$ cat src/rtl/lcd_boot_pkg.sv
package lcd_boot_pkg;

  localparam int ROM_AW = 6;
  localparam int WORD_W = 9;
  localparam int BYTE_W = 8;

  localparam logic [BYTE_W-1:0] OP_READ_ID = 8'h04;
  localparam logic [BYTE_W-1:0] OP_DISP_ON = 8'h29;
  localparam logic [BYTE_W-1:0] OP_WAKE    = 8'h11;

  typedef enum logic [1:0] {
    K_CMD   = 2'd0,
    K_PARAM = 2'd1,
    K_WAIT  = 2'd2,
    K_END   = 2'd3
  } step_kind_t;

  typedef struct packed {
    step_kind_t        kind;
    logic [BYTE_W-1:0] val;
  } step_t;

  typedef enum logic [3:0] {
    S_IDLE, S_RH1, S_RLO, S_RH2, S_IDDUM, S_IDGET, S_IDCHK, S_FETCH,
    S_EXEC, S_ADV, S_XFER, S_WAIT, S_DON, S_SLP, S_DONE, S_FAIL
  } seq_state_t;

  function automatic step_t mk(step_kind_t k, logic [BYTE_W-1:0] v);
    step_t s;
    s.kind = k;
    s.val  = v;
    return s;
  endfunction

  // Script A: entries with parameter bytes, two pause steps.
  function automatic step_t script_a(logic [ROM_AW-1:0] i);
    case (i)
      6'd0:  return mk(K_CMD,   8'h36);
      6'd1:  return mk(K_PARAM, 8'h08);
      6'd2:  return mk(K_CMD,   8'h3A);
      6'd3:  return mk(K_PARAM, 8'h66);
      6'd4:  return mk(K_CMD,   8'hB6);
      6'd5:  return mk(K_PARAM, 8'h22);
      6'd6:  return mk(K_PARAM, 8'hE2);
      6'd7:  return mk(K_PARAM, 8'hFF);
      6'd8:  return mk(K_PARAM, 8'h04);
      6'd9:  return mk(K_CMD,   8'hC5);
      6'd10: return mk(K_PARAM, 8'h00);
      6'd11: return mk(K_PARAM, 8'h6A);
      6'd12: return mk(K_CMD,   8'hE0);
      6'd13: return mk(K_PARAM, 8'h00);
      6'd14: return mk(K_PARAM, 8'h07);
      6'd15: return mk(K_PARAM, 8'h0D);
      6'd16: return mk(K_PARAM, 8'h10);
      6'd17: return mk(K_PARAM, 8'h13);
      6'd18: return mk(K_PARAM, 8'h19);
      6'd19: return mk(K_PARAM, 8'h0F);
      6'd20: return mk(K_PARAM, 8'h0C);
      6'd21: return mk(K_PARAM, 8'h05);
      6'd22: return mk(K_PARAM, 8'h08);
      6'd23: return mk(K_PARAM, 8'h06);
      6'd24: return mk(K_PARAM, 8'h13);
      6'd25: return mk(K_PARAM, 8'h0F);
      6'd26: return mk(K_PARAM, 8'h30);
      6'd27: return mk(K_PARAM, 8'h20);
      6'd28: return mk(K_PARAM, 8'h1F);
      6'd29: return mk(K_CMD,   8'hE1);
      6'd30: return mk(K_PARAM, 8'h1F);
      6'd31: return mk(K_PARAM, 8'h20);
      6'd32: return mk(K_PARAM, 8'h30);
      6'd33: return mk(K_PARAM, 8'h0F);
      6'd34: return mk(K_PARAM, 8'h13);
      6'd35: return mk(K_PARAM, 8'h06);
      6'd36: return mk(K_PARAM, 8'h08);
      6'd37: return mk(K_PARAM, 8'h05);
      6'd38: return mk(K_PARAM, 8'h0C);
      6'd39: return mk(K_PARAM, 8'h0F);
      6'd40: return mk(K_PARAM, 8'h19);
      6'd41: return mk(K_PARAM, 8'h13);
      6'd42: return mk(K_PARAM, 8'h10);
      6'd43: return mk(K_PARAM, 8'h0D);
      6'd44: return mk(K_PARAM, 8'h07);
      6'd45: return mk(K_PARAM, 8'h00);
      6'd46: return mk(K_WAIT,  8'd20);
      6'd47: return mk(K_CMD,   8'hB0);
      6'd48: return mk(K_PARAM, 8'h01);
      6'd49: return mk(K_CMD,   8'hB4);
      6'd50: return mk(K_PARAM, 8'h02);
      6'd51: return mk(K_WAIT,  8'd100);
      default: return mk(K_END, 8'h00);
    endcase
  endfunction

  // Script B: compact extended-command script.
  function automatic step_t script_b(logic [ROM_AW-1:0] i);
    case (i)
      6'd0:  return mk(K_CMD,   8'hFF);
      6'd1:  return mk(K_PARAM, 8'hFF);
      6'd2:  return mk(K_PARAM, 8'h98);
      6'd3:  return mk(K_PARAM, 8'h06);
      6'd4:  return mk(K_CMD,   8'hBA);
      6'd5:  return mk(K_PARAM, 8'h60);
      6'd6:  return mk(K_CMD,   8'h36);
      6'd7:  return mk(K_PARAM, 8'h00);
      6'd8:  return mk(K_CMD,   8'h3A);
      6'd9:  return mk(K_PARAM, 8'h66);
      6'd10: return mk(K_CMD,   8'h35);
      6'd11: return mk(K_PARAM, 8'h00);
      default: return mk(K_END, 8'h00);
    endcase
  endfunction

endpackage

$ cat src/rtl/lcd_ms_timer.sv
module lcd_ms_timer #(
  parameter int CYCLES_PER_MS = 100000,
  parameter int MS_W          = 8
) (
  input  logic            clk,
  input  logic            rst,
  input  logic            load,
  input  logic [MS_W-1:0] ms,
  output logic            busy
);

  localparam int PRE_W = (CYCLES_PER_MS > 1) ? $clog2(CYCLES_PER_MS) : 1;
  localparam logic [PRE_W-1:0] PRE_TOP = PRE_W'(CYCLES_PER_MS - 1);

  logic [PRE_W-1:0] pre;
  logic [MS_W-1:0]  rem;

  always_ff @(posedge clk) begin
    if (rst) begin
      pre  <= '0;
      rem  <= '0;
      busy <= 1'b0;
    end else if (load) begin
      pre  <= PRE_TOP;
      rem  <= ms;
      busy <= (ms != '0);
    end else if (busy) begin
      if (pre == '0) begin
        pre <= PRE_TOP;
        rem <= rem - 1'b1;
        if (rem == MS_W'(1)) busy <= 1'b0;
      end else begin
        pre <= pre - 1'b1;
      end
    end
  end

  AST_MS_HOLD: assert property (@(posedge clk) disable iff (rst)
    busy && !load && pre != '0 |=> busy && rem == $past(rem));

  AST_MS_LAST: assert property (@(posedge clk) disable iff (rst)
    $fell(busy) && !$past(load) |-> $past(rem) == MS_W'(1) && $past(pre) == '0);

endmodule

$ cat src/rtl/lcd_script_rom.sv
module lcd_script_rom
  import lcd_boot_pkg::*;
(
  input  logic              clk,
  input  logic              sel_first,
  input  logic [ROM_AW-1:0] addr,
  output step_t             q
);

  // Registered read so the two scripts map onto a synchronous ROM.
  always_ff @(posedge clk) begin
    q <= sel_first ? script_a(addr) : script_b(addr);
  end

endmodule

$ cat src/rtl/lcd_boot_seq.sv
module lcd_boot_seq
  import lcd_boot_pkg::*;
#(
  parameter int CYCLES_PER_MS = 100000,
  parameter int ID_W          = 8,
  parameter logic [ID_W-1:0] ID_FIRST = ID_W'(8'h80),
  parameter int ERR_W         = 8,
  parameter int RST_HI_MS     = 100,
  parameter int RST_LO_MS     = 40,
  parameter int SETTLE_MS     = 100,
  parameter int DISP_WAIT_MS  = 100
) (
  input  logic              clk,
  input  logic              rst,
  input  logic              start,
  output logic              panel_rst_n,
  output logic              xfer_req,
  output logic              xfer_rd,
  output logic [WORD_W-1:0] xfer_word,
  input  logic              xfer_done,
  input  logic              xfer_err,
  input  logic [ID_W-1:0]   xfer_rdata,
  output logic              ready,
  output logic              fail,
  output logic [ERR_W-1:0]  err_count
);

  localparam logic [ERR_W-1:0] ERR_MAX = {ERR_W{1'b1}};

  seq_state_t state, state_n, ret, ret_n;
  logic [ROM_AW-1:0] ptr;
  logic [ID_W-1:0]   id_q;
  logic              sel_first;
  step_t             rom_q;

  logic              tmr_load, tmr_busy;
  logic [BYTE_W-1:0] tmr_ms;
  logic              iss, iss_rd;
  logic [WORD_W-1:0] iss_word;
  logic              ptr_inc, cap_sel, set_fail, err_inc, set_ready, line_n;
  logic              in_id;

  lcd_ms_timer #(.CYCLES_PER_MS(CYCLES_PER_MS), .MS_W(BYTE_W)) u_tmr (
    .clk(clk), .rst(rst), .load(tmr_load), .ms(tmr_ms), .busy(tmr_busy)
  );

  lcd_script_rom u_rom (
    .clk(clk), .sel_first(sel_first), .addr(ptr), .q(rom_q)
  );

  assign in_id = (ret == S_IDDUM) || (ret == S_IDGET) || (ret == S_IDCHK);

  always_comb begin
    state_n   = state;
    ret_n     = ret;
    tmr_load  = 1'b0;
    tmr_ms    = '0;
    iss       = 1'b0;
    iss_rd    = 1'b0;
    iss_word  = '0;
    ptr_inc   = 1'b0;
    cap_sel   = 1'b0;
    set_fail  = 1'b0;
    err_inc   = 1'b0;
    set_ready = 1'b0;
    line_n    = panel_rst_n;
    if (start) begin
      state_n  = S_RH1;
      tmr_load = 1'b1;
      tmr_ms   = BYTE_W'(RST_HI_MS);
      line_n   = 1'b1;
    end else begin
      case (state)
        S_RH1: if (!tmr_busy) begin
          state_n  = S_RLO;
          tmr_load = 1'b1;
          tmr_ms   = BYTE_W'(RST_LO_MS);
          line_n   = 1'b0;
        end
        S_RLO: if (!tmr_busy) begin
          state_n  = S_RH2;
          tmr_load = 1'b1;
          tmr_ms   = BYTE_W'(SETTLE_MS);
          line_n   = 1'b1;
        end
        S_RH2: if (!tmr_busy) begin
          iss      = 1'b1;
          iss_word = {1'b0, OP_READ_ID};
          ret_n    = S_IDDUM;
        end
        S_IDDUM: begin
          iss    = 1'b1;
          iss_rd = 1'b1;
          ret_n  = S_IDGET;
        end
        S_IDGET: begin
          iss    = 1'b1;
          iss_rd = 1'b1;
          ret_n  = S_IDCHK;
        end
        S_IDCHK: begin
          cap_sel = 1'b1;
          state_n = S_FETCH;
        end
        S_FETCH: state_n = S_EXEC;
        S_EXEC: begin
          case (rom_q.kind)
            K_CMD: begin
              iss      = 1'b1;
              iss_word = {1'b0, rom_q.val};
              ret_n    = S_ADV;
            end
            K_PARAM: begin
              iss      = 1'b1;
              iss_word = {1'b1, rom_q.val};
              ret_n    = S_ADV;
            end
            K_WAIT: begin
              tmr_load = 1'b1;
              tmr_ms   = rom_q.val;
              state_n  = S_WAIT;
              ret_n    = S_ADV;
            end
            default: begin
              iss      = 1'b1;
              iss_word = {1'b0, OP_DISP_ON};
              ret_n    = S_DON;
            end
          endcase
        end
        S_ADV: begin
          ptr_inc = 1'b1;
          state_n = S_FETCH;
        end
        S_XFER: if (xfer_done) begin
          state_n = ret;
          if (xfer_err) begin
            if (in_id) begin
              set_fail = 1'b1;
              state_n  = S_FAIL;
            end else begin
              err_inc = 1'b1;
            end
          end
        end
        S_WAIT: if (!tmr_busy) state_n = ret;
        S_DON: begin
          tmr_load = 1'b1;
          tmr_ms   = BYTE_W'(DISP_WAIT_MS);
          state_n  = S_WAIT;
          ret_n    = S_SLP;
        end
        S_SLP: begin
          iss      = 1'b1;
          iss_word = {1'b0, OP_WAKE};
          ret_n    = S_DONE;
        end
        S_DONE: set_ready = 1'b1;
        default: ;
      endcase
      if (iss) state_n = S_XFER;
    end
  end

  always_ff @(posedge clk) begin
    if (rst) begin
      state       <= S_IDLE;
      ret         <= S_IDLE;
      panel_rst_n <= 1'b0;
      xfer_req    <= 1'b0;
      xfer_rd     <= 1'b0;
      xfer_word   <= '0;
      ptr         <= '0;
      id_q        <= '0;
      sel_first   <= 1'b0;
      err_count   <= '0;
      ready       <= 1'b0;
      fail        <= 1'b0;
    end else begin
      state       <= state_n;
      ret         <= ret_n;
      panel_rst_n <= line_n;
      if (start) begin
        xfer_req  <= 1'b0;
        ptr       <= '0;
        err_count <= '0;
        ready     <= 1'b0;
        fail      <= 1'b0;
      end else begin
        if (iss) begin
          xfer_req  <= 1'b1;
          xfer_word <= iss_word;
          xfer_rd   <= iss_rd;
        end else if (state == S_XFER && xfer_done) begin
          xfer_req <= 1'b0;
        end
        if (state == S_XFER && xfer_done && xfer_rd) id_q <= xfer_rdata;
        if (cap_sel) begin
          sel_first <= (id_q == ID_FIRST);
          ptr       <= '0;
        end
        if (ptr_inc) ptr <= ptr + 1'b1;
        if (err_inc && err_count != ERR_MAX) err_count <= err_count + 1'b1;
        if (set_fail) fail <= 1'b1;
        if (set_ready) ready <= 1'b1;
      end
    end
  end

  AST_RST_QUIET: assert property (@(posedge clk) disable iff (rst)
    !panel_rst_n |-> !xfer_req);

  AST_REQ_HOLD: assert property (@(posedge clk) disable iff (rst)
    xfer_req && !xfer_done && !start |=> xfer_req && $stable(xfer_word) && $stable(xfer_rd));

  AST_READY_FAIL: assert property (@(posedge clk) disable iff (rst)
    ready |-> !fail);

  AST_FAIL_SILENT: assert property (@(posedge clk) disable iff (rst)
    fail && !start |=> !xfer_req && fail);

  AST_READY_HOLD: assert property (@(posedge clk) disable iff (rst)
    ready && !start |=> ready);

  AST_ERR_MONO: assert property (@(posedge clk) disable iff (rst)
    !start |=> err_count >= $past(err_count));

  AST_START_CLEARS: assert property (@(posedge clk) disable iff (rst)
    start |=> !ready && !fail && err_count == '0 && panel_rst_n);

endmodule

$ cat config.mk
export PLATFORM = sky130hd
export DESIGN_NAME = lcd_boot_seq
export DESIGN_NICKNAME = d
export VERILOG_FILES = /design/src/rtl/lcd_boot_pkg.sv /design/src/rtl/lcd_ms_timer.sv /design/src/rtl/lcd_script_rom.sv /design/src/rtl/lcd_boot_seq.sv
export SDC_FILE = /design/constraint.sdc
export NUM_CORES = 1
export LEC_CHECK = 0
export CAP_MARGIN = 20
export CORE_ASPECT_RATIO = 1.75
export CORE_MARGIN = 2
export CORE_UTILIZATION = 25
export CTS_CLUSTER_DIAMETER = 200
export DETAILED_ROUTE_END_ITERATION = 7
export DONT_BUFFER_PORTS = 1
export PLACE_DENSITY = 0.45
export SLEW_MARGIN = 30
export SYNTH_ARGS = -nofsm -noshare
export SYNTH_HDL_FRONTEND = slang
export SYNTH_SLANG_ARGS = --single-unit
$ cat constraint.sdc
create_clock -name clk -period 3.6 [get_ports clk]
set_input_delay 0.72 -clock clk [delete_from_list [all_inputs] [get_ports clk]]
set_output_delay 0.72 -clock clk [all_outputs]
set_load 0.01 [all_outputs]
**Yosys cells after proc, flatten, opt, wreduce, memory -nomap -nowiden**

Memory sizes are Yosys's and may differ from the RTL's. A register that Yosys moved wholly into a read port is not among the register bits.
Cells that the tools add are included.

- Divide/modulo/power cells: 0
- Muxes and demuxes: 70
- Multiply operators: 0
- Magnitude comparators: 0
- Shifts and indexed selects: 0
- Reductions and logical operators: 35
- $add $sub $neg: 4
- Bitwise operators: 1
- Equality and inequality tests: 40

Operator list:

| cell | count |
|---|---|
| $pmux W9 S3 | 2 |
| $mux W17 | 3 |
| $mux W4 | 11 |
| $mux W8 | 5 |
| $mux W1 | 33 |
| $pmux W4 S8 | 1 |
| $pmux W8 S4 | 1 |
| $mux W6 | 5 |
| $eq A4 B3 Y1 const B | 7 |
| $eq A4 B4 Y1 const B | 7 |
| $pmux W4 S6 | 1 |
| $ne A3 B3 Y1 const B | 7 |
| $mux W10 | 2 |
| $ne A4 B4 Y1 const B | 5 |
| $reduce_and A6 Y1 | 3 |
| $logic_not A17 Y1 | 1 |
| $sub A17 B1 Y17 const B | 1 |
| $reduce_bool A8 Y1 | 2 |
| $ne A2 B2 Y1 const B | 6 |
| $reduce_bool A10 Y1 | 1 |
| $reduce_or A2 Y1 | 5 |
| $reduce_bool A9 Y1 | 1 |
| $reduce_or A3 Y1 | 3 |
| $add A8 B1 Y8 const B | 1 |
| other kinds (22) | 36 |

- Logic and storage cells: 172
- Output and inout bits: 22
- Memories kept: 2
- Input bits: 13
- ROM bits: 800
- Bits in registers: 81
- Latch bits: 0
- RAM bits: 0

Memories:

| memory | words | width | read ports | clocked after memory_dff | wr ports | RTL line | source |
|---|---|---|---|---|---|---|---|
| (name not given) | 64 | 10 | 1 | 1 | 0 | lcd_boot_pkg.sv:37 | `case (i)` |
| (name not given) | 16 | 10 | 1 | 1 | 0 | lcd_boot_pkg.sv:96 | `case (i)` |

**Depth between registers and ports, before layout**

Gate-level depths: netlist (run 1).

- Depth in word-level cells: 9
- Depth in mapped cells: 12
- Gate-level depth less buffers: 10

**Cells and area by module**

Synthesis (run 1) repeated with hierarchy kept, for this count alone.

- Cell total of the unflattened synthesis: 637
- Area total of the unflattened synthesis: 4,991.0 µm²

Modules (own cells, without submodules):

| module | area an instance (µm²) | sequential area each (µm²) | times used | cells each |
|---|---|---|---|---|
| lcd_boot_seq | 2,359.8 | 900.9 | 1 | 293 |
| lcd_ms_timer | 1,337.5 | 520.5 | 1 | 159 |
| lcd_script_rom | 1,293.7 | 200.2 | 1 | 185 |

**Worst setup path before layout (run 1)**

Ideal clock, no wire load.

- Kind: input-to-reg
- Start: input port start
- End: register with a tool-made name
- Slack: 0.826 ns
- Cell stages on the path: 9
- Required time: 3.508 ns
- Buffers on the path: 2
- Data arrival time: 2.682 ns
- Path through: or2_1 -> clkbuf_1 -> a21oi_1 -> nand3_1 -> clkbuf_1 -> ha_1 -> or4_1 -> o211a_1 -> o32ai_1

RTL lines:

| what | RTL line | source |
|---|---|---|
| from (decl) | lcd_boot_seq.sv:15 | `input logic start,` |

==> impl_results.html, run 1 <==
<table>
<tr><th>Metric</th><th>Value</th></tr>
<tr><th colspan="2">Synthesis</th></tr>
<tr><td>Number of synthesized register bits</td><td>101</td></tr>
<tr><td>Top cells by area in the synthesized netlist</td><td>sky130_fd_sc_hd__dfxtp_1, sky130_fd_sc_hd__a21oi_1, sky130_fd_sc_hd__nor2_1</td></tr>
<tr><td>Yosys top cell by area</td><td>sky130_fd_sc_hd__dfxtp_1</td></tr>
<tr><td>Fraction of synthesis flops using an asynchronous set or reset pin</td><td>0</td></tr>
<tr><td>Top_reg_cell synth</td><td>sky130_fd_sc_hd__dfxtp_1</td></tr>
<tr><td>Cell variety after synth</td><td>83</td></tr>
<tr><td>Gate count after technology mapping</td><td>689</td></tr>
<tr><td>Sequential-to-total area share from yosys stat</td><td>0.359</td></tr>
<tr><td>Post-Syn Area per Cell</td><td>8.17 µm²</td></tr>
<tr><td>Synth top area share</td><td>0.359</td></tr>
<tr><td>Number of warning messages in the yosys log</td><td>0</td></tr>
<tr><td>Synthesized cell area</td><td>5630 µm²</td></tr>
<tr><td>Synthesized Nets</td><td>718</td></tr>
<tr><td>Number of enable flip-flop cells after synthesis</td><td>0</td></tr>
<tr><th colspan="2">Power</th></tr>
<tr><td>Fraction of power consumed by the clock network</td><td>0.417</td></tr>
<tr><td>Fraction of power consumed by sequential logic</td><td>0.488</td></tr>
<tr><td>Net Switching</td><td>0.623 mW</td></tr>
<tr><td>Switching fraction of total power</td><td>0.258</td></tr>
<tr><td>Power per Cell Area</td><td>386 nW/µm²</td></tr>
<tr><td>Share of power burned in combinational logic</td><td>0.095</td></tr>
<tr><td>Leakage power figure</td><td>2.20 nW</td></tr>
<tr><td>P_int</td><td>1.79 mW</td></tr>
<tr><td>Worst-case vdd ir drop</td><td>0.215 mV</td></tr>
<tr><td>Final Total Pwr</td><td>2.42 mW</td></tr>
<tr><th colspan="2">Global routing</th></tr>
<tr><td>GR Util met2</td><td>0.316</td></tr>
<tr><td>Busiest layer in global routing</td><td>met2</td></tr>
<tr><td>Global-route track usage on met1</td><td>0.145</td></tr>
<tr><td>Met3 track demand over resource</td><td>0.0191</td></tr>
<tr><td>Gr usage total</td><td>0.158</td></tr>
<tr><td>Pin count of the biggest net entering global routing</td><td>59</td></tr>
<tr><td>Antenna violations before repair</td><td>0</td></tr>
<tr><td>Via count of the first global-routing pass</td><td>5,198</td></tr>
<tr><td>Congestion Overflow GR</td><td>0</td></tr>
<tr><td>Global-route wire length before repair</td><td>29.1 mm</td></tr>
<tr><th colspan="2">Routing</th></tr>
<tr><td>Routed wirelength normalized by instance count</td><td>19.4 µm</td></tr>
<tr><td>Via-per-instance ratio</td><td>5.37</td></tr>
<tr><td>Final WL</td><td>18.9 mm</td></tr>
<tr><td>Initial DRC count</td><td>199</td></tr>
<tr><td>Iteration count of the initial detailed-routing pass</td><td>4</td></tr>
<tr><td>Count of vias placed by the detailed router</td><td>5,239</td></tr>
<tr><td>Number of nets with antenna violations after detailed routing</td><td>0</td></tr>
<tr><td>Remaining design rule violation count</td><td>0</td></tr>
<tr><th colspan="2">Timing</th></tr>
<tr><td>Least-Margin Pin Slew</td><td>0.740 ns</td></tr>
<tr><td>Final hold violation count</td><td>0</td></tr>
<tr><td>Worst-case hold slack</td><td>0.439 ns</td></tr>
<tr><td>Final period utilization</td><td>0.851</td></tr>
<tr><td>Total Neg Setup Slack</td><td>0 ns</td></tr>
<tr><td>Final critical delay including setup and external delays</td><td>3.06 ns</td></tr>
<tr><td>Max-slew violation count</td><td>0</td></tr>
<tr><td>Max-slew headroom at the worst pin</td><td>0.500</td></tr>
<tr><td>Setup repair after global routing missed its margin</td><td>no</td></tr>
<tr><td>Final setup margin</td><td>0.536 ns</td></tr>
<tr><td>Fmax</td><td>326 MHz</td></tr>
<tr><td>Final count of negative-setup-slack endpoints</td><td>0</td></tr>
<tr><td>Clock tree skew after final layout</td><td>0.00721 ns</td></tr>
<tr><th colspan="2">Cells and area</th></tr>
<tr><td># diodes</td><td>0</td></tr>
<tr><td>Final-stage net count</td><td>704</td></tr>
<tr><td>Post-Layout Cell Count</td><td>976</td></tr>
<tr><td>Most common library cell in the layout ignoring fill and taps</td><td>sky130_fd_sc_hd__dfxtp_1</td></tr>
<tr><td>Most used cells in the layout excluding fill and tap cells</td><td>sky130_fd_sc_hd__dfxtp_1, sky130_fd_sc_hd__nor2_1, sky130_fd_sc_hd__a21oi_1</td></tr>
<tr><td>Layout overhead on the synthesized area</td><td>11.3%</td></tr>
<tr><td>Layout cells sized above 1</td><td>0.0941</td></tr>
<tr><th colspan="2">Floorplanning</th></tr>
<tr><td>Die footprint</td><td>23,800 µm²</td></tr>
<tr><td>Vert. Die Dim</td><td>203 µm</td></tr>
<tr><td>Row count</td><td>72</td></tr>
<tr><td>Die W</td><td>117 µm</td></tr>
<tr><td>Starting density of the core</td><td>0.255</td></tr>
<tr><td>Placeable core area</td><td>22,100 µm²</td></tr>
<tr><td>Count of pins on the block boundary</td><td>35</td></tr>
<tr><th colspan="2">Clocking</th></tr>
<tr><td>Source-to-sink clock delay at the later pin of the worst-skew pair</td><td>0.36 ns</td></tr>
<tr><td>Setup fix buffers added after clock tree synthesis</td><td>0</td></tr>
<tr><td>Clock transition at the registers of the reported paths</td><td>0.07 ns</td></tr>
<tr><td>TritonCTS clock tree</td><td>built</td></tr>
<tr><td>Cts bufs inserted</td><td>9</td></tr>
<tr><td>Number of clock sinks</td><td>101</td></tr>
<tr><td>CTS Hold Bufs</td><td>0</td></tr>
<tr><td>Buffer levels on the longest clock path</td><td>2</td></tr>
<tr><td>Clock tree root driver cell</td><td>sky130_fd_sc_hd__clkbuf_16</td></tr>
<tr><td>Post-cts sizing count</td><td>0</td></tr>
<tr><td>H-tree levels</td><td>3</td></tr>
<tr><th colspan="2">Placed design</th></tr>
<tr><td>Cells after DPL</td><td>960</td></tr>
<tr><td>Worst slack at placement</td><td>0.352 ns</td></tr>
<tr><td>Detailed placer's ending HPWL</td><td>14.3 mm</td></tr>
<tr><td>Port Buffers</td><td>0</td></tr>
<tr><td>Placer congestion estimate</td><td>0.899</td></tr>
<tr><th colspan="2">Setup path</th></tr>
<tr><td>Maximum fanout count along the critical path</td><td>22</td></tr>
<tr><td>Crit path launch type</td><td>flop</td></tr>
<tr><td>Data arrival time of the critical path</td><td>3.30 ns</td></tr>
<tr><td>Kind of capture point of the worst setup path</td><td>flop</td></tr>
<tr><td>Slack of the worst reg-to-reg path</td><td>0.54 ns</td></tr>
<tr><td>Data required time at the worst endpoint</td><td>3.83 ns</td></tr>
<tr><td>Class of the most critical setup path</td><td>flop to flop</td></tr>
<tr><th colspan="2">Outcome</th></tr>
<tr><td>Status</td><td>finished, final reports clean</td></tr>
<tr><th colspan="2">Flow run</th></tr>
<tr><td>Count of max-cap constraint violations</td><td>0</td></tr>
<tr><th colspan="2">Hold path</th></tr>
<tr><td>Tightest Hold Check Type</td><td>flop to flop</td></tr>
</table>
## path summary, 6_finish.rpt
| check | from | end | cells past startpoint |
|---|---|---|---|
| setup / recovery | state[1] | flop | 10 |
| hold / removal | flop | u_rom.q[2] | 1 |
| setup reg to reg | state[1] | flop | 10 |
| hold reg to reg | flop | u_rom.q[2] | 1 |
## critical path: stages, from the launching register on
cell and delay [ns]:
sky130_fd_sc_hd__dfxtp_1 0.55, sky130_fd_sc_hd__buf_4 0.30, sky130_fd_sc_hd__nand2b_1 0.25, sky130_fd_sc_hd__o21bai_1 0.09, sky130_fd_sc_hd__nand3_1 0.14, sky130_fd_sc_hd__ha_1 0.32
sky130_fd_sc_hd__inv_1 0.17, sky130_fd_sc_hd__a211oi_1 0.53, sky130_fd_sc_hd__a21oi_1 0.15, sky130_fd_sc_hd__a311o_1 0.36, sky130_fd_sc_hd__o41ai_1 0.08
## layer usage
layer  up-vias  wire length, µm
li1       2509                -
met1      2545             6590
met2       126            10700
met3        59              469
met4         0             1130
met5         -                0
## final cells by class
| cell class | instances | area [µm²] |
|---|---|---|
| inverter | 28 | 105 |
| clock inverter | 5 | 57.6 |
| multi-input combinational | 514 | 3310 |
| sequential | 101 | 2020 |
| tap | 296 | 370 |
| fill | 2401 | 15800 |
| timing repair buffer | 21 | 158 |
| clock buffer | 11 | 243 |
## kinds of logic (layout without fill, tap and decap cells)
logic type,after synthesis,count (layout),share of synthesized area
flip-flops,101,101,0.359
multiplexers,10,10,0.0204
AO/OA/AOI/OAI,200,200,0.247
XOR/XNOR,20,20,0.0311
AND/OR/NAND/NOR,268,268,0.252
buffers and inverters,74,65,0.0553
adder cells (fa/ha/maj),16,16,0.0355
## metrics by stage
stage	area (µm²)	utilization
floorplan	5630	-
global placement	5960	0.270
detailed placement	5960	0.270
CTS	6260	0.284
global route	6270	0.284
finish	6270	0.284
## power by group through the flow
stage | sequential (mW) | clock [mW] | combinational (mW)
2_1_floorplan | 1.19 | 0 | 0.188
3_3_place_gp | 1.20 | 0 | 0.231
3_5_place_dp | 1.20 | 0 | 0.231
4_1_cts | 1.18 | 1.04 | 0.232
5_1_grt | 1.18 | 1.08 | 0.254
6_report | 1.18 | 1.01 | 0.229
## synth_stat cells (4+ instances only)
cell type	n
sky130_fd_sc_hd__nand2b_1	8
sky130_fd_sc_hd__and2_1	5
sky130_fd_sc_hd__and3_1	7
sky130_fd_sc_hd__o21a_1	6
sky130_fd_sc_hd__a31oi_1	11
sky130_fd_sc_hd__xnor2_1	10
sky130_fd_sc_hd__ha_1	16
sky130_fd_sc_hd__a21oi_1	56
sky130_fd_sc_hd__a22o_1	13
sky130_fd_sc_hd__nand3_1	31
sky130_fd_sc_hd__xor2_1	10
sky130_fd_sc_hd__a211oi_1	9
sky130_fd_sc_hd__nor4_1	15
sky130_fd_sc_hd__dfxtp_1	101
sky130_fd_sc_hd__o211ai_1	13
sky130_fd_sc_hd__nand4_1	8
sky130_fd_sc_hd__a22oi_1	6
sky130_fd_sc_hd__o21ai_0	27
sky130_fd_sc_hd__clkbuf_1	24
sky130_fd_sc_hd__nor3_1	32
sky130_fd_sc_hd__nand3b_1	4
sky130_fd_sc_hd__a311oi_1	5
sky130_fd_sc_hd__a211o_1	6
sky130_fd_sc_hd__or3_1	6
sky130_fd_sc_hd__mux2i_1	7
sky130_fd_sc_hd__buf_2	18
sky130_fd_sc_hd__nor2_1	66
sky130_fd_sc_hd__inv_1	26
sky130_fd_sc_hd__nor4b_1	5
sky130_fd_sc_hd__nand2_1	53
Note: power is estimated with default switching activity, not from simulation.
==> run 2, diff against run 1 <==
--- a/config.mk
+++ b/config.mk
@@ -12,6 +12,7 @@
 export CTS_CLUSTER_DIAMETER = 200
 export DETAILED_ROUTE_END_ITERATION = 7
 export DONT_BUFFER_PORTS = 1
+export MAX_ROUTING_LAYER = met4
 export PLACE_DENSITY = 0.45
 export SLEW_MARGIN = 30
 export SYNTH_ARGS = -nofsm -noshare
==> run 2 against run 1 <==
Clock skew rose by 0.00071 ns. First-iteration DRC count rose by 23%. Sequential power barely moved. Largest cell class unchanged.
==> impl_results.html, run 2 (synthesis results as in run 1) <==
<table>
<tr><th>Metric</th><th>Value</th></tr>
<tr><th colspan="2">Floorplanning</th></tr>
<tr><td>Die footprint</td><td>23,800 µm²</td></tr>
<tr><td>Row count</td><td>72</td></tr>
<tr><td>Die W</td><td>117 µm</td></tr>
<tr><td>Placeable core area</td><td>22,100 µm²</td></tr>
<tr><td>Vert. Die Dim</td><td>203 µm</td></tr>
<tr><td>Count of pins on the block boundary</td><td>35</td></tr>
<tr><td>Starting density of the core</td><td>0.255</td></tr>
<tr><th colspan="2">Global routing</th></tr>
<tr><td>Global-route track usage on met1</td><td>0.146</td></tr>
<tr><td>Global-route wire length before repair</td><td>29.2 mm</td></tr>
<tr><td>Antenna violations before repair</td><td>0</td></tr>
<tr><td>Busiest layer in global routing</td><td>met2</td></tr>
<tr><td>Via count of the first global-routing pass</td><td>5,189</td></tr>
<tr><td>Congestion Overflow GR</td><td>0</td></tr>
<tr><td>GR Util met2</td><td>0.316</td></tr>
<tr><td>Met3 track demand over resource</td><td>0.0166</td></tr>
<tr><td>Pin count of the biggest net entering global routing</td><td>59</td></tr>
<tr><td>Gr usage total</td><td>0.162</td></tr>
<tr><th colspan="2">Timing</th></tr>
<tr><td>Max-slew violation count</td><td>0</td></tr>
<tr><td>Final hold violation count</td><td>0</td></tr>
<tr><td>Max-slew headroom at the worst pin</td><td>0.470</td></tr>
<tr><td>Least-Margin Pin Slew</td><td>0.784 ns</td></tr>
<tr><td>Final count of negative-setup-slack endpoints</td><td>0</td></tr>
<tr><td>Final period utilization</td><td>0.852</td></tr>
<tr><td>Final setup margin</td><td>0.531 ns</td></tr>
<tr><td>Final critical delay including setup and external delays</td><td>3.07 ns</td></tr>
<tr><td>Fmax</td><td>326 MHz</td></tr>
<tr><td>Setup repair after global routing missed its margin</td><td>no</td></tr>
<tr><td>Clock tree skew after final layout</td><td>0.00791 ns</td></tr>
<tr><td>Total Neg Setup Slack</td><td>0 ns</td></tr>
<tr><th colspan="2">Setup path</th></tr>
<tr><td>Path depth of the worst reg2reg path</td><td>10</td></tr>
<tr><td>Data required time at the worst endpoint</td><td>3.84 ns</td></tr>
<tr><td>Data arrival time of the critical path</td><td>3.30 ns</td></tr>
<tr><td>Worst R2R Start</td><td>state[1]</td></tr>
<tr><td>Crit path launch type</td><td>flop</td></tr>
<tr><td>Slack of the worst reg-to-reg path</td><td>0.53 ns</td></tr>
<tr><td>Class of the most critical setup path</td><td>flop to flop</td></tr>
<tr><td>Kind of capture point of the worst setup path</td><td>flop</td></tr>
<tr><td>Maximum fanout count along the critical path</td><td>22</td></tr>
<tr><th colspan="2">Clocking</th></tr>
<tr><td>Clock transition at the registers of the reported paths</td><td>0.07 ns</td></tr>
<tr><td>Source-to-sink clock delay at the later pin of the worst-skew pair</td><td>0.36 ns</td></tr>
<tr><td>Post-cts sizing count</td><td>0</td></tr>
<tr><td>Cts bufs inserted</td><td>9</td></tr>
<tr><td>Number of clock sinks</td><td>101</td></tr>
<tr><td>Clock tree root driver cell</td><td>sky130_fd_sc_hd__clkbuf_16</td></tr>
<tr><td>Setup fix buffers added after clock tree synthesis</td><td>0</td></tr>
<tr><td>H-tree levels</td><td>3</td></tr>
<tr><td>CTS Hold Bufs</td><td>0</td></tr>
<tr><td>Buffer levels on the longest clock path</td><td>2</td></tr>
<tr><td>TritonCTS clock tree</td><td>built</td></tr>
<tr><th colspan="2">Hold path</th></tr>
<tr><td>Hold Path Sink</td><td>sel_first</td></tr>
<tr><td>Tightest Hold Check Type</td><td>input pin to flop</td></tr>
<tr><td>Hold Path Origin</td><td>rst</td></tr>
<tr><td>Number of cells on the worst hold path</td><td>1</td></tr>
<tr><th colspan="2">Cells and area</th></tr>
<tr><td>Final-stage net count</td><td>704</td></tr>
<tr><td>Fillcell total</td><td>2,401</td></tr>
<tr><td>Flip-flop and latch area</td><td>2020 µm²</td></tr>
<tr><td>Layout overhead on the synthesized area</td><td>11.3%</td></tr>
<tr><td>Most used cells in the layout excluding fill and tap cells</td><td>sky130_fd_sc_hd__dfxtp_1, sky130_fd_sc_hd__nor2_1, sky130_fd_sc_hd__a21oi_1</td></tr>
<tr><td>Post-Route Utilization</td><td>0.284</td></tr>
<tr><td>Layout cells sized above 1</td><td>0.0941</td></tr>
<tr><td>Most common library cell in the layout ignoring fill and taps</td><td>sky130_fd_sc_hd__dfxtp_1</td></tr>
<tr><td>Cell area after layout</td><td>6270 µm²</td></tr>
<tr><td># diodes</td><td>0</td></tr>
<tr><td>Area of the multi-input gates</td><td>3310 µm²</td></tr>
<tr><th colspan="2">Placed design</th></tr>
<tr><td>Detailed placer's ending HPWL</td><td>14.3 mm</td></tr>
<tr><td>Port Buffers</td><td>0</td></tr>
<tr><td>Placer congestion estimate</td><td>0.914</td></tr>
<tr><td>Worst slack at placement</td><td>0.352 ns</td></tr>
<tr><td>Dpl cell area</td><td>5960 µm²</td></tr>
<tr><th colspan="2">Power</th></tr>
<tr><td>Power per Cell Area</td><td>385 nW/µm²</td></tr>
<tr><td>Leakage power figure</td><td>2.20 nW</td></tr>
<tr><td>Worst-case vdd ir drop</td><td>0.214 mV</td></tr>
<tr><th colspan="2">Routing</th></tr>
<tr><td>Iteration count of the initial detailed-routing pass</td><td>5</td></tr>
<tr><td>Final WL</td><td>18.9 mm</td></tr>
<tr><td>Count of vias placed by the detailed router</td><td>5,191</td></tr>
<tr><td>Remaining design rule violation count</td><td>0</td></tr>
<tr><td>Routed wirelength normalized by instance count</td><td>19.4 µm</td></tr>
<tr><td>Initial DRC count</td><td>245</td></tr>
<tr><td>Via-per-instance ratio</td><td>5.32</td></tr>
<tr><td>Number of nets with antenna violations after detailed routing</td><td>0</td></tr>
<tr><th colspan="2">Outcome</th></tr>
<tr><td>Status</td><td>finished, final reports clean</td></tr>
<tr><th colspan="2">Flow run</th></tr>
<tr><td>Count of max-cap constraint violations</td><td>0</td></tr>
</table>
-- run 2: cell counts in the layout (fill, tap and decap cells not counted) --
No cell type changed its count.
-- run 2: per-stage QoR --
step | power (mW) | hold WS, ns | instances
2_1_floorplan | 1.38 | 0.415 | 689
3_3_place_gp | 1.44 | 0.425 | 960
3_5_place_dp | 1.44 | 0.426 | 960
4_1_cts | 2.45 | 0.422 | 976
5_1_grt | 2.52 | 0.424 | 976
6_report | 2.42 | 0.434 | 976
-- run 2: power by group --
part / switching (mW) / total, mW / leakage [nW] / internal [mW]
logic: 0.142 / 0.230 / 1.23 / 0.0883
clock network: 0.446 / 1.01 / 0.150 / 0.561
registers: 0.0344 / 1.18 / 0.820 / 1.14
-- run 2: final cells by class --
cell class,instances,area share
Sequential cell,101,0.323
Clock buffer,11,0.0387
Clock inverter,5,0.00918
Timing Repair Buffer,21,0.0252
Tap cell,296,0.0591
Inverter,28,0.0168
Multi-Input combinational cell,514,0.528
-- run 2: worst max-delay path: stages (launching register included) --
cell                       delay, ns
sky130_fd_sc_hd__dfxtp_1        0.54
sky130_fd_sc_hd__buf_4          0.31
sky130_fd_sc_hd__nand2b_1       0.25
sky130_fd_sc_hd__o21bai_1       0.09
sky130_fd_sc_hd__nand3_1        0.14
sky130_fd_sc_hd__ha_1           0.32
sky130_fd_sc_hd__inv_1          0.17
sky130_fd_sc_hd__a211oi_1       0.53
sky130_fd_sc_hd__a21oi_1        0.16
sky130_fd_sc_hd__a311o_1        0.35
sky130_fd_sc_hd__o41ai_1        0.08
-- run 2: worst max path at each step --
stage | start | slack [ns] | cells after the start | to
after floorplan | start | 0.83 | 9 | flop
after global placement | state[1] | 0.46 | 7 | flop
after detailed placement | state[1] | 0.35 | 7 | flop
after CTS | state[1] | 0.34 | 7 | flop
after global routing | state[1] | 0.37 | 10 | flop
final | state[1] | 0.53 | 10 | flop
-- run 2: per-layer routing --
metal	wire length, µm	vias up	share of wire
met5	0	-	0
met2	10700	136	0.57
met1	6560	2489	0.35
li1	-	2508	-
met3	472	58	0.025
met4	1140	0	0.060
==> run 3, diff against run 2 <==
--- a/config.mk
+++ b/config.mk
@@ -5,6 +5,7 @@
 export SDC_FILE = /design/constraint.sdc
 export NUM_CORES = 1
 export LEC_CHECK = 0
+export ABC_AREA = 1
 export CAP_MARGIN = 20
 export CORE_ASPECT_RATIO = 1.75
 export CORE_MARGIN = 2
==> run 3 against run 2 <==
Sequential power is 19% higher. Worst setup slack better by 0.27 ns. First-iteration DRC count is 8.2% higher. Global-route usage is 0.68 points lower. Utilization is 0.66 points lower. Highest routed layer unchanged. Non-clock buffer count is 17 lower. Die area is 1.1% lower.
==> impl_results.html, run 3 <==
<table>
<tr><th>Metric</th><th>Value</th></tr>
<tr><th colspan="2">Placed design</th></tr>
<tr><td>Placer congestion estimate</td><td>0.914</td></tr>
<tr><td>Worst slack at placement</td><td>0.687 ns</td></tr>
<tr><td>Detailed placer's ending HPWL</td><td>13.4 mm</td></tr>
<tr><td>Port Buffers</td><td>0</td></tr>
<tr><td>Cells after DPL</td><td>1,077</td></tr>
<tr><th colspan="2">Routing</th></tr>
<tr><td>Top layer reached by signal wires</td><td>met4</td></tr>
<tr><td>Initial DRC count</td><td>265</td></tr>
<tr><td>Met3 wire length</td><td>427 µm</td></tr>
<tr><td>Number of nets with antenna violations after detailed routing</td><td>0</td></tr>
<tr><td>Final WL</td><td>17.2 mm</td></tr>
<tr><td>Post-Route M1 WL</td><td>5.97 mm</td></tr>
<tr><td>Count of vias placed by the detailed router</td><td>5,097</td></tr>
<tr><td>Via-per-instance ratio</td><td>4.66</td></tr>
<tr><td>Iteration count of the initial detailed-routing pass</td><td>4</td></tr>
<tr><td>Met2 Routed Length</td><td>9.91 mm</td></tr>
<tr><td>Routed wirelength normalized by instance count</td><td>15.8 µm</td></tr>
<tr><td>Remaining design rule violation count</td><td>0</td></tr>
<tr><th colspan="2">Timing</th></tr>
<tr><td>Max-slew violation count</td><td>0</td></tr>
<tr><td>Clock tree skew after final layout</td><td>0.00936 ns</td></tr>
<tr><td>Final period utilization</td><td>0.779</td></tr>
<tr><td>Fmax</td><td>357 MHz</td></tr>
<tr><td>Final setup margin</td><td>0.796 ns</td></tr>
<tr><td>Final hold violation count</td><td>0</td></tr>
<tr><td>Least-Margin Pin Slew</td><td>0.694 ns</td></tr>
<tr><td>Final critical delay including setup and external delays</td><td>2.80 ns</td></tr>
<tr><td>Max-slew headroom at the worst pin</td><td>0.533</td></tr>
<tr><td>Final count of negative-setup-slack endpoints</td><td>0</td></tr>
<tr><td>Setup repair after global routing missed its margin</td><td>no</td></tr>
<tr><td>Total Neg Setup Slack</td><td>0 ns</td></tr>
<tr><th colspan="2">Clocking</th></tr>
<tr><td>Setup fix buffers added after clock tree synthesis</td><td>0</td></tr>
<tr><td>Buffer levels on the longest clock path</td><td>2</td></tr>
<tr><td>Source-to-sink clock delay at the later pin of the worst-skew pair</td><td>0.36 ns</td></tr>
<tr><td>H-tree levels</td><td>3</td></tr>
<tr><td>Cts bufs inserted</td><td>9</td></tr>
<tr><td>Number of clock sinks</td><td>101</td></tr>
<tr><td>Clock transition at the registers of the reported paths</td><td>0.07 ns</td></tr>
<tr><td>Clock tree root driver cell</td><td>sky130_fd_sc_hd__clkbuf_16</td></tr>
<tr><td>TritonCTS clock tree</td><td>built</td></tr>
<tr><td>CTS Hold Bufs</td><td>0</td></tr>
<tr><td>Post-cts sizing count</td><td>0</td></tr>
<tr><th colspan="2">Cells and area</th></tr>
<tr><td>Final-stage net count</td><td>821</td></tr>
<tr><td>Most common library cell in the layout ignoring fill and taps</td><td>sky130_fd_sc_hd__nand2_1</td></tr>
<tr><td># diodes</td><td>0</td></tr>
<tr><td>Layout cells sized above 1</td><td>0.0866</td></tr>
<tr><td>Layout overhead on the synthesized area</td><td>9.53%</td></tr>
<tr><td>Area of the multi-input gates</td><td>3040 µm²</td></tr>
<tr><td>Fillcell total</td><td>2,481</td></tr>
<tr><td>Post-Route Utilization</td><td>0.277</td></tr>
<tr><td>Most used cells in the layout excluding fill and tap cells</td><td>sky130_fd_sc_hd__nand2_1, sky130_fd_sc_hd__dfxtp_1, sky130_fd_sc_hd__nor2_1</td></tr>
<tr><td>Flip-flop and latch area</td><td>2020 µm²</td></tr>
<tr><td>Post-Layout Cell Count</td><td>1,093</td></tr>
<tr><th colspan="2">Floorplanning</th></tr>
<tr><td>Placeable core area</td><td>22,000 µm²</td></tr>
<tr><td>Count of pins on the block boundary</td><td>35</td></tr>
<tr><td>Die W</td><td>117 µm</td></tr>
<tr><td>Die footprint</td><td>23,500 µm²</td></tr>
<tr><td>Vert. Die Dim</td><td>201 µm</td></tr>
<tr><td>Row count</td><td>72</td></tr>
<tr><td>Starting density of the core</td><td>0.253</td></tr>
<tr><th colspan="2">Global routing</th></tr>
<tr><td>Pin count of the biggest net entering global routing</td><td>29</td></tr>
<tr><td>Global-route wire length before repair</td><td>27.1 mm</td></tr>
<tr><td>Congestion Overflow GR</td><td>0</td></tr>
<tr><td>Antenna violations before repair</td><td>0</td></tr>
<tr><td>Gr usage total</td><td>0.155</td></tr>
<tr><td>Via count of the first global-routing pass</td><td>5,182</td></tr>
<tr><th colspan="2">Setup path</th></tr>
<tr><td>Class of the most critical setup path</td><td>flop to flop</td></tr>
<tr><td>Data required time at the worst endpoint</td><td>3.85 ns</td></tr>
<tr><td>Chain of cells forming the critical path</td><td>inv_2 &gt; nor2_1 &gt; nand2_1 &gt; nand2_2 &gt; nand2_2 &gt; nand2_1 &gt; nand2_1 &gt; nand2_1 &gt; inv_1 &gt; ha_1 &gt; nand3_1 &gt; nand2_1 &gt; nand2_1 &gt; nand3_1 &gt; nand3_1 &gt; nand2_1</td></tr>
<tr><td>Path depth of the worst reg2reg path</td><td>16</td></tr>
<tr><td>Max incr delay on CP</td><td>0.53 ns</td></tr>
<tr><td>Largest delay contributor family on the critical path</td><td>simple AND/OR/NAND/NOR gates</td></tr>
<tr><td>Worst R2R Start</td><td>state[1]</td></tr>
<tr><td>Data arrival time of the critical path</td><td>3.06 ns</td></tr>
<tr><td>Worst-path cell with the longest stage delay</td><td>sky130_fd_sc_hd__dfxtp_1</td></tr>
<tr><td>Dominant cell type by count on the critical path</td><td>sky130_fd_sc_hd__nand2_1</td></tr>
<tr><td>Kind of capture point of the worst setup path</td><td>flop</td></tr>
<tr><td>Worst setup startpoint</td><td>state[1]</td></tr>
<tr><td>Worst Path Buf+Inv</td><td>2</td></tr>
<tr><td>Number of gates on the worst path with buffers counted</td><td>16</td></tr>
<tr><td>Crit path launch type</td><td>flop</td></tr>
<tr><td>Maximum fanout count along the critical path</td><td>10</td></tr>
<tr><th colspan="2">Synthesis</th></tr>
<tr><td>Gate count after technology mapping</td><td>802</td></tr>
<tr><td>Most instantiated cells after synthesis</td><td>sky130_fd_sc_hd__nand2_1, sky130_fd_sc_hd__dfxtp_1, sky130_fd_sc_hd__nor2_1</td></tr>
<tr><td>Post-Syn Area per Cell</td><td>6.94 µm²</td></tr>
<tr><td>Number of warning messages in the yosys log</td><td>0</td></tr>
<tr><td>Top cells by area in the synthesized netlist</td><td>sky130_fd_sc_hd__dfxtp_1, sky130_fd_sc_hd__nand2_1, sky130_fd_sc_hd__nand3_1</td></tr>
<tr><td>Synth top area share</td><td>0.363</td></tr>
<tr><td>Number of enable flip-flop cells after synthesis</td><td>0</td></tr>
<tr><td>Synthesized cell area</td><td>5570 µm²</td></tr>
<tr><td>Sequential-to-total area share from yosys stat</td><td>0.363</td></tr>
<tr><td>Yosys top cell by area</td><td>sky130_fd_sc_hd__dfxtp_1</td></tr>
<tr><td>Library cell with the highest instance count after synthesis</td><td>sky130_fd_sc_hd__nand2_1</td></tr>
<tr><td>Number of synthesized register bits</td><td>101</td></tr>
<tr><td>Top_reg_cell synth</td><td>sky130_fd_sc_hd__dfxtp_1</td></tr>
<tr><td>Fraction of synthesis flops using an asynchronous set or reset pin</td><td>0</td></tr>
<tr><td>Cell variety after synth</td><td>44</td></tr>
<tr><td>Synthesized Nets</td><td>831</td></tr>
<tr><th colspan="2">Power</th></tr>
<tr><td>Worst-case vdd ir drop</td><td>0.252 mV</td></tr>
<tr><td>Power per Cell Area</td><td>571 nW/µm²</td></tr>
<tr><td>Leakage power figure</td><td>2.64 nW</td></tr>
<tr><th colspan="2">Flow run</th></tr>
<tr><td>Count of max-cap constraint violations</td><td>0</td></tr>
<tr><th colspan="2">Hold path</th></tr>
<tr><td>Number of cells on the worst hold path</td><td>1</td></tr>
<tr><td>Hold Path Origin</td><td>rst</td></tr>
<tr><td>Tightest Hold Check Type</td><td>input pin to flop</td></tr>
<tr><th colspan="2">Outcome</th></tr>
<tr><td>Status</td><td>finished, final reports clean</td></tr>
</table>
-- run 3: changes by cell type after synthesis, moves of 18 or more --
cell	previous run	this run
sky130_fd_sc_hd__o21ai_0	27	46
sky130_fd_sc_hd__clkbuf_1	24	6
sky130_fd_sc_hd__nor3_1	32	8
sky130_fd_sc_hd__inv_1	26	76
sky130_fd_sc_hd__nand3_1	31	80
sky130_fd_sc_hd__nand2_1	53	190
-- run 3: final cells by class --
type                       instances  share of cell area
inverter                          88              0.0546
multi-input combinational        588               0.499
timing repair buffer               4             0.00493
clock buffer                      12              0.0404
clock inverter                     4             0.00903
tap                              296              0.0607
sequential                       101               0.332
-- run 3: metal layers --
metal / track usage / up-vias
met4: 0.0916 / 0
li1: - / 2615
met3: 0.0202 / 57
met2: 0.295 / 91
met5: - / -
met1: 0.142 / 2334
-- run 3: worst reg2reg max path, delay by kind of cell (launching register included) --
family	cells	cell delay (ns)
buf+inv	2	0.30
simple gates	13	1.57
flops	1	0.53
fa+ha+maj	1	0.31
-- run 3: worst paths after layout --
| check | slack (ns) | end |
|---|---|---|
| setup / recovery | 0.80 | flop |
| hold / removal | 0.44 | u_tmr.rem[6] |
| setup reg to reg | 0.80 | flop |
| hold reg to reg | 0.45 | u_rom.q[6] |
-- run 3: report_power, final --
part / internal (mW) / switching [mW]
registers: 1.25 / 0.147
logic: 0.333 / 0.731
clock network: 0.563 / 0.454
total: 2.15 / 1.33
-- run 3: cells by family after synthesis --
kind of cell             after synthesis  synth area share
XOR/XNOR                              18            0.0283
buffers and inverters                113            0.0906
flip-flops                           101             0.363
AND/OR/NAND/NOR                      413             0.338
adder cells (fa/ha/maj)               16            0.0360
AO/OA/AOI/OAI                        141             0.144
-- run 3: stage by stage --
| step | power, mW | area (µm²) | hold WS, ns |
|---|---|---|---|
| after floorplan | 2.20 | 5570 | 0.403 |
| after global placement | 2.50 | 5800 | 0.434 |
| after detailed placement | 2.49 | 5800 | 0.434 |
| after CTS | 3.51 | 6100 | 0.423 |
| after global routing | 3.72 | 6100 | 0.421 |
| final | 3.48 | 6100 | 0.442 |
